===== src/rtl/audio_fifo_pkg.sv =====
package audio_fifo_pkg;
  localparam int unsigned THR_W      = 4;
  localparam int unsigned TX_THR_DEF = 8;
  localparam int unsigned RX_THR_DEF = 7;

  typedef struct packed {
    logic [THR_W-1:0] tx;
    logic [THR_W-1:0] rx;
  } thr_cfg_t;
endpackage


===== src/rtl/sample_fifo.sv =====
module sample_fifo #(
  parameter int unsigned DEPTH = 32,
  parameter int unsigned DW    = 16,
  localparam int unsigned AW   = $clog2(DEPTH),
  localparam int unsigned LW   = $clog2(DEPTH + 1)
) (
  input  logic          clk_i,
  input  logic          rst_ni,
  input  logic          clr_i,
  input  logic          push_i,
  input  logic [DW-1:0] din_i,
  input  logic          pop_i,
  output logic [DW-1:0] head_o,
  output logic [LW-1:0] level_o,
  output logic          full_o,
  output logic          empty_o
);
  logic [DW-1:0] mem_q [DEPTH];
  logic [AW-1:0] wr_ptr_q, rd_ptr_q;
  logic [LW-1:0] cnt_q;
  logic          do_push, do_pop;

  assign full_o  = (cnt_q == LW'(DEPTH));
  assign empty_o = (cnt_q == '0);
  assign do_push = push_i & ~full_o;
  assign do_pop  = pop_i & ~empty_o;
  assign head_o  = mem_q[rd_ptr_q];
  assign level_o = cnt_q;

  always_ff @(posedge clk_i) begin
    if (do_push && !clr_i) mem_q[wr_ptr_q] <= din_i;
  end

  always_ff @(posedge clk_i or negedge rst_ni) begin
    if (!rst_ni) begin
      wr_ptr_q <= '0;
      rd_ptr_q <= '0;
      cnt_q    <= '0;
    end else if (clr_i) begin
      wr_ptr_q <= '0;
      rd_ptr_q <= '0;
      cnt_q    <= '0;
    end else begin
      if (do_push) wr_ptr_q <= wr_ptr_q + 1'b1;
      if (do_pop)  rd_ptr_q <= rd_ptr_q + 1'b1;
      case ({do_push, do_pop})
        2'b10:   cnt_q <= cnt_q + 1'b1;
        2'b01:   cnt_q <= cnt_q - 1'b1;
        default: cnt_q <= cnt_q;
      endcase
    end
  end
endmodule


===== src/rtl/fifo_req_gen.sv =====
module fifo_req_gen #(
  parameter int unsigned LW    = 6,
  parameter int unsigned THR_W = 4,
  parameter bit          IS_TX = 1'b1
) (
  input  logic [LW-1:0]    level_i,
  input  logic [THR_W-1:0] thr_i,
  input  logic             enable_i,
  input  logic             dma_en_i,
  output logic             svc_o,
  output logic             req_o
);
  logic [LW-1:0] thr_ext;
  logic          cond;

  assign thr_ext = LW'(thr_i);

  generate
    if (IS_TX) begin : g_tx
      assign cond = (level_i <= thr_ext);
    end else begin : g_rx
      assign cond = (level_i >= thr_ext) && (level_i != '0);
    end
  endgenerate

  assign svc_o = enable_i & cond;
  assign req_o = svc_o & dma_en_i;
endmodule


===== src/rtl/audio_fifo_dma.sv =====
module audio_fifo_dma #(
  parameter int unsigned DEPTH = 32,
  parameter int unsigned DW    = 16,
  localparam int unsigned LW   = $clog2(DEPTH + 1),
  localparam int unsigned TW   = audio_fifo_pkg::THR_W
) (
  input  logic          clk_i,
  input  logic          rst_ni,
  input  logic          enable_i,
  input  logic          soft_rst_i,
  input  logic          flush_i,
  input  logic          thr_we_i,
  input  logic [TW-1:0] tx_thr_i,
  input  logic [TW-1:0] rx_thr_i,
  input  logic          play_last_i,
  input  logic          tx_dma_en_i,
  input  logic          rx_dma_en_i,
  input  logic          tx_ur_ie_i,
  input  logic          rx_or_ie_i,
  input  logic          tx_svc_ie_i,
  input  logic          rx_svc_ie_i,
  input  logic          ur_clr_i,
  input  logic          or_clr_i,
  input  logic          tx_wr_i,
  input  logic [DW-1:0] tx_wdata_i,
  input  logic          rx_rd_i,
  output logic [DW-1:0] rx_rdata_o,
  input  logic          tx_pull_i,
  output logic [DW-1:0] tx_sample_o,
  input  logic          rx_push_i,
  input  logic [DW-1:0] rx_sample_i,
  output logic [LW-1:0] tx_level_o,
  output logic [LW-1:0] rx_level_o,
  output logic          tx_dma_req_o,
  output logic          rx_dma_req_o,
  output logic          tx_ur_o,
  output logic          rx_or_o,
  output logic          irq_o
);
  import audio_fifo_pkg::*;

  thr_cfg_t      thr_q;
  logic          act, clr;
  logic [DW-1:0] tx_head, rx_head, last_q;
  logic          tx_full, tx_empty, rx_full, rx_empty;
  logic          ur_q, or_q, ur_set, or_set;
  logic          tx_svc, rx_svc;

  assign act = enable_i & ~soft_rst_i & ~flush_i;
  assign clr = soft_rst_i | flush_i;

  sample_fifo #(.DEPTH(DEPTH), .DW(DW)) u_tx_fifo (
    .clk_i, .rst_ni, .clr_i(clr),
    .push_i(act & tx_wr_i), .din_i(tx_wdata_i),
    .pop_i(act & tx_pull_i), .head_o(tx_head),
    .level_o(tx_level_o), .full_o(tx_full), .empty_o(tx_empty)
  );

  sample_fifo #(.DEPTH(DEPTH), .DW(DW)) u_rx_fifo (
    .clk_i, .rst_ni, .clr_i(clr),
    .push_i(act & rx_push_i), .din_i(rx_sample_i),
    .pop_i(act & rx_rd_i), .head_o(rx_head),
    .level_o(rx_level_o), .full_o(rx_full), .empty_o(rx_empty)
  );

  fifo_req_gen #(.LW(LW), .THR_W(TW), .IS_TX(1'b1)) u_tx_req (
    .level_i(tx_level_o), .thr_i(thr_q.tx), .enable_i,
    .dma_en_i(tx_dma_en_i), .svc_o(tx_svc), .req_o(tx_dma_req_o)
  );

  fifo_req_gen #(.LW(LW), .THR_W(TW), .IS_TX(1'b0)) u_rx_req (
    .level_i(rx_level_o), .thr_i(thr_q.rx), .enable_i,
    .dma_en_i(rx_dma_en_i), .svc_o(rx_svc), .req_o(rx_dma_req_o)
  );

  assign ur_set = act & tx_pull_i & tx_empty;
  assign or_set = act & rx_push_i & rx_full;

  always_ff @(posedge clk_i or negedge rst_ni) begin
    if (!rst_ni) begin
      thr_q  <= '{tx: TW'(TX_THR_DEF), rx: TW'(RX_THR_DEF)};
      ur_q   <= 1'b0;
      or_q   <= 1'b0;
      last_q <= '0;
    end else if (soft_rst_i) begin
      thr_q  <= '{tx: TW'(TX_THR_DEF), rx: TW'(RX_THR_DEF)};
      ur_q   <= 1'b0;
      or_q   <= 1'b0;
      last_q <= '0;
    end else begin
      if (thr_we_i) thr_q <= '{tx: tx_thr_i, rx: rx_thr_i};
      // set wins over clear
      if (ur_set)        ur_q <= 1'b1;
      else if (ur_clr_i) ur_q <= 1'b0;
      if (or_set)        or_q <= 1'b1;
      else if (or_clr_i) or_q <= 1'b0;
      if (act && tx_pull_i && !tx_empty) last_q <= tx_head;
    end
  end

  assign tx_sample_o = !tx_empty   ? tx_head :
                       play_last_i ? last_q  : '0;
  assign rx_rdata_o  = rx_empty ? '0 : rx_head;
  assign tx_ur_o     = ur_q;
  assign rx_or_o     = or_q;
  assign irq_o       = (ur_q & tx_ur_ie_i) | (or_q & rx_or_ie_i) |
                       (tx_svc & tx_svc_ie_i) | (rx_svc & rx_svc_ie_i);
endmodule


===== config.mk =====
export PLATFORM = sky130hd
export DESIGN_NAME = audio_fifo_dma
export DESIGN_NICKNAME = d
export VERILOG_FILES = /design/src/rtl/audio_fifo_pkg.sv /design/src/rtl/sample_fifo.sv /design/src/rtl/fifo_req_gen.sv /design/src/rtl/audio_fifo_dma.sv
export SDC_FILE = /design/constraint.sdc
export NUM_CORES = 1
export LEC_CHECK = 0
export BUFFER_PORTS_ARGS = -buffer_cell sky130_fd_sc_hd__buf_2
export CAP_MARGIN = 20
export CORE_MARGIN = 5
export CORE_UTILIZATION = 50
export CTS_CLUSTER_DIAMETER = 40
export DETAILED_ROUTE_END_ITERATION = 8
export PLACE_DENSITY = 0.66
export RECOVER_POWER = 100
export SLEW_MARGIN = 20
export SYNTH_ARGS = -nofsm -noshare
export SYNTH_HDL_FRONTEND = slang
export SYNTH_SLANG_ARGS = --single-unit

===== constraint.sdc =====
create_clock -name clk_i -period 3.7 [get_ports clk_i]
set_clock_uncertainty 0.1 [all_clocks]
set_input_delay 0.74 -clock clk_i [delete_from_list [all_inputs] [get_ports clk_i]]
set_output_delay 0.74 -clock clk_i [all_outputs]
set_load 0.01 [all_outputs]

* Word-level counts from Yosys, hierarchy flattened *
Memories as Yosys holds them, arrays and structs flattened.
Cells that the tools add are included.

word-level totals
  register bits = 58
  RAM bits = 1024
  output and inout bits = 49
  logic and storage cells = 108
  memories = 2

cells by class
  add/subtract/negate cells = 8
  order comparisons = 2
  equality and inequality tests = 6
  mux-type cells = 29
  bitwise logic cells = 30
  reductions and logical operators = 20

memories
  memory           words  width  read ports  clocked after Yosys merged registers in  write ports  RTL line           source
  u_rx_fifo.mem_q  32     16     1           0                                        1            sample_fifo.sv:18  logic [DW-1:0] mem_q [DEPTH];
  u_tx_fifo.mem_q  32     16     1           0                                        1            sample_fifo.sv:18

operator list
  operator               count
  $mux W16               5
  $mux W5                8
  $pmux W6 S2            2
  $add A5 B1 Y5 const B  4
  $and A1 B1 Y1          20
  $mux W8                2
  $add A6 B1 Y6 const B  2
  $eq A6 B6 Y1 const B   2
  $logic_not A6 Y1       2
  $mux W6                2
  $reduce_bool A2 Y1     6
  $reduce_bool A3 Y1     4
  $sub A6 B1 Y6 const B  2
  $mux W1                10
  $ge A6 B4 Y1           1
  $le A6 B4 Y1           1
  $not A1 Y1             6
  $reduce_bool A6 Y1     1
  $logic_and A1 B1 Y1    5
  $eq A2 B1 Y1 const B   2
  $eq A2 B2 Y1 const B   2
  $or A1 B1 Y1           4
  $logic_not A1 Y1       2

* Depth between registers and ports, before layout *
  depth in word-level cells = 8
  gate-level depth with buffers = 11
  mapped depth without buffers = 10

* Cells and area by module *
From an unflattened synthesis, not the netlist that was laid out.

unflattened totals
  cells, all modules = 2355
  area total of the unflattened synthesis = 43386.6 um2

by module, submodules not included
  module                   times used  cells each  area an instance (um2)
  sample_fifo              2           1075        20763.7
  audio_fifo_dma           1           169         1589.0
  fifo_req_gen (u_tx_req)  1           20          136.4
  fifo_req_gen (u_rx_req)  1           16          133.9

* Least setup slack after synthesis *
No wires, ideal clock.

  kind = input -> register
  from = in soft_rst_i
  to = mem u_rx_fifo.mem_q[20][0], enable pin
  library setup time = 0.388 ns
  arrival time = 2.603 ns
  required time = 3.212 ns
  path slack = 0.609 ns
  stages = 5
  path buffers = 1
  cell sequence = or2_0 > clkbuf_1 > a311oi_2 > nand2_1 > nor2_1

between the ends
  cells in the longest elaborated chain, start to end = 8
  elaborated cells between the ends (all ways) = 10

ends and longest elaborated chain
  what                               RTL line              source
  from (decl)                        audio_fifo_dma.sv:10  input logic soft_rst_i,
  $not A1 Y1                         audio_fifo_dma.sv:49  assign act = enable_i & ~soft_rst_i & ~flush_i;
  $and A1 B1 Y1 (2 in series)        audio_fifo_dma.sv:49
  $and A1 B1 Y1                      audio_fifo_dma.sv:61  .push_i(act & rx_push_i), .din_i(rx_sample_i),
  $and A1 B1 Y1                      sample_fifo.sv:25     assign do_push = push_i & ~full_o;
  $logic_and A1 B1 Y1 (*)            sample_fifo.sv:31     if (do_push && !clr_i) mem_q[wr_ptr_q] <= din_i;
  $mux W1 (*)                        sample_fifo.sv:31
  $mux W1 (implied by the code) (*)  sample_fifo.sv:31
  to (decl)                          sample_fifo.sv:18

Mark *: on every way between the ends. The rest lies on a longest branch, timed or not.

* Worst setup path in the final report *
  from = reg u_tx_fifo.rd_ptr_q[0]
  to = out tx_sample_o[12]

between the ends
  cells in the longest elaborated chain, start to end = 2

ends and longest elaborated chain
  what                    RTL line               source
  from (decl)             sample_fifo.sv:19      logic [AW-1:0] wr_ptr_q, rd_ptr_q;
  from (signal assigned)  sample_fifo.sv:45      if (do_pop) rd_ptr_q <= rd_ptr_q + 1'b1;
  $mem_v2 Z32 W16         --
  $mux W16                audio_fifo_dma.sv:101  assign tx_sample_o = !tx_empty ? tx_head :
  to (decl)               audio_fifo_dma.sv:29   output logic [DW-1:0] tx_sample_o,

Every way passes these cells.

==> flow_summary.yaml <==
run_status:
  status: "complete, but fails checks"
  violations: "max-capacitance violations, max-slew violations, negative setup slack"
grt:
  overflow: 0
  grt_usage: 0.2255
  antenna_found_initial: 5
  grt_max_degree: 67
  grt_pass1_wl_mm: 149.4
  first_global_vias: 22080
yosys:
  syn_nets: 2100
  ys_top_cells_by_area: "edfxtp_1 72%, mux4_2 15%, dfrtp_1 3.2%, mux2i_1 2.4%, nor2_1 1.1%"
  synthArstFlopShare: 0.05360
  synth_top_area_frac: 0.7171
  yosys.area.top_type: "edfxtp_1"
  synth-main-ff-cell: "edfxtp_1"
  syn-instance-count: 2017
  yosys-mux-area-fraction: 0.1753
  synth_compound_area_frac: 0.02127
  synth_fa_ha_area_frac: 0.007003
  ys_ff_latch: 1082
  ys_seq_area_frac: 0.7511
  synth-simple-area-share: 0.02612
  syn_area_sq_mm: 0.04288
  yosysUniqueCellTypes: 70
  avgSynthCellArea_sq_um: 21.26
  yosys_warnings: 0
  synth_edf_count: 1024
  synth_top_family_by_area: "multiplexers"
  synth-xor-area-share: 0.004523
critical_path:
  cp_cell_sequence: "buf_12 -> buf_12 -> buf_16 -> buf_4 -> mux4_2 -> mux2i_1 -> o22ai_2 -> a21oi_4 -> a21oi_1 -> buf_2"
  critPathRequiredTime_ns: 2.86
  worstSetupStartpointType: "register"
  cp_slowest_cell: "dfrtp_4"
  worstPathArrival_ns: 3.16
  end_kind: "primary output"
  cpMostUsedCell: "buf_12"
  cp_max_fo: 10
  path_class: "register to primary output"
  slowest_delay_ns: 0.51
placed_design:
  port_buffers: 107
  dp_hpwl_mm: 57.53
  placedCellCount: 3304
  gp_congestion: 0.7892
drt:
  drc_errors: 0
  wirelength_mm: 103.4
  vias_per_cell: 6.055
  drt-initial-drc-count: 2194
  first_pass_iters: 5
  dr_total_vias: 21800
  wl_per_cell_um: 28.73
  ant_nets: 0
clock_network:
  clock_latency_ns: 0.71
  clock-sinks: 1082
  clock_path_buffers: 3
  cts_tree: "built"
  cts-root-buf: "clkbuf_16"
  clk_pin_slew_ns: 0.05
  htreeDepth: 4
  numCtsBuffers: 135
  cts_hold_buf: 0
final_layout:
  finalNonFillerCells: 3600
  mostFrequentLayoutCell: "edfxtp_1"
  final_cell_mix: "1,024 x edfxtp_1, 288 x mux4_2, 145 x clkbuf_16"
  final_util: 0.6102
  drive_above_1_share: 0.3639
  layout.nets: 2435
  syn_to_final_growth_pct: 21.16
floorplan:
  core_area_sq_mm: 0.08515
  rows: 107
  dieArea_sq_mm: 0.09172
  die_height_um: 302.8
  start_util: 0.5036
  pin_count: 108
  die_w_um: 302.8
power_and_ir_drop:
  ir_worst_vdd_v: 0.0003990
  cellLeakagePower_nw: 16.60
  p_per_area_mw_per_mm2: 534.3
timing:
  slew_viol_final: 527
  min_period_over_period: 1.080
  tightest_slew_ns: 2.137
  relSlewSlack: -0.4249
  fmax_mhz: 250.3
  fin_tns_setup_ns: -3.986
  finalSetupViolCount: 31
  hold_viol: 0
  fin_crit_ns: 3.996
  worst_slack_ns: -0.2959
  rsz0062_at_grt: "true"
run:
  drv_cap: 18
min_path:
  min_path_type: "input pin to register"
==> worst max-delay path: cells and delay by family (launching register included) <==
family / cells / cell delay [ns]
buffers and inverters: 5 / 0.75
muxes: 2 / 0.60
AOI/OAI and AO/OA: 3 / 0.56
DFF: 1 / 0.51
==> metrics by stage <==
step	setup slack [ns]	cell area (sq um)	total power (W)	hold slack (ns)
finish	-0.2959	51950	0.02776	0.1611
global placement	0.3125	45650	0.01470	0.4004
detailed placement	0.2743	45650	0.01473	0.4116
CTS	-0.2698	51570	0.02789	0.03649
global route	-0.3479	51950	0.02862	0.1438
floorplan	0.6087	42880	0.01424	0.3444
==> what timing repair did <==
action | 4_1_cts | 5_1_grt
pin swaps | 22 | 22
setup buffers | 20 | 18
gates cloned | 12 | 8
endpoints found under the setup margin | 34 | 33
resized for setup | 164 | 39
==> state kept, by name, indices dropped and copies added, names as in the netlist, 6 cells and up <==
signal,flops
u_rx_fifo.mem_q,512
u_tx_fifo.mem_q,512
last_q,16
thr_q,8
u_rx_fifo.level_o,6
u_tx_fifo.level_o,6
==> logic make-up after synthesis <==
family,Yosys count
AOI/OAI and AO/OA,132
xor gates and xnor gates,20
adders and majority gates,24
buffers and inverters,131
DFF,1082
muxes,391
and+or+nand+nor,237
==> worst paths after layout <==
path / to / cells past startpoint / start / slack [ns]
max in group asynchronous: u_rx_fifo.rd_ptr_q[2] / 1 / rst_ni / 1.43
min: thr_q[0] / 3 / rx_thr_i[0] / 0.16
min reg2reg: last_q[14] / 2 / last_q[14] / 0.42
max reg2reg: u_rx_fifo.level_o[5] / 10 / u_rx_fifo.level_o[0] / 0.39
min in group asynchronous: last_q[3] / 1 / rst_ni / 0.55
max: tx_sample_o[12] / 10 / u_tx_fifo.rd_ptr_q[0] / -0.30
==> cell usage after synthesis (2+ instances only) <==
master and instances:
or3b_2 3, o21ai_1 17, a21o_1 4, nand4_1 8
clkbuf_1 52, o22ai_1 17, dfstp_2 4, buf_4 16
o21a_1 4, and3_1 3, nor2b_1 2, a211oi_1 3
edfxtp_1 1024, mux4_2 288, buf_6 6, xnor2_1 5
ha_1 24, o31ai_1 4, nor4_1 4, a22o_1 5
nor3_1 5, or2_2 2, and2_1 2, nor2_1 124
mux2i_1 103, a31oi_2 2, inv_1 18, dfrtp_1 54
o211ai_1 3, buf_1 12, a311oi_2 2, a221o_1 2
o21ai_0 4, nand3_1 24, nand2b_1 4, or3_1 3
nand2_1 33, a21oi_1 37, a21oi_2 16, nand3b_1 5
xor2_1 14, buf_2 27
==> power by group <==
| group | switching, W | internal [W] | total (W) |
|---|---|---|---|
| Sequential | 0.0000312 | 0.0134 | 0.0135 |
| Clock | 0.00510 | 0.00805 | 0.0131 |
| Combinational | 0.000688 | 0.000446 | 0.00113 |
| Total | 0.00582 | 0.0219 | 0.0278 |
==> routing by layer <==
| layer | wire length [um] | GRT usage |
|---|---|---|
| met5 | 45 | 0 |
| met4 | 1964 | 0.05699 |
| met3 | 9208 | 0.05946 |
| met2 | 49750 | 0.3496 |
| met1 | 42470 | 0.3262 |
==> layout make-up <==
type | instances | area (sq um)
Inverter | 18 | 67.56
Multi-Input combinational cell | 804 | 10790
Tap cell | 1144 | 1431
Fill cell | 5839 | 33190
Clock buffer | 157 | 3576
Antenna cell | 2 | 5.005
Timing Repair Buffer | 311 | 2895
Clock inverter | 82 | 963.4
Sequential cell | 1082 | 32230
(Power assumes the default switching activity.)
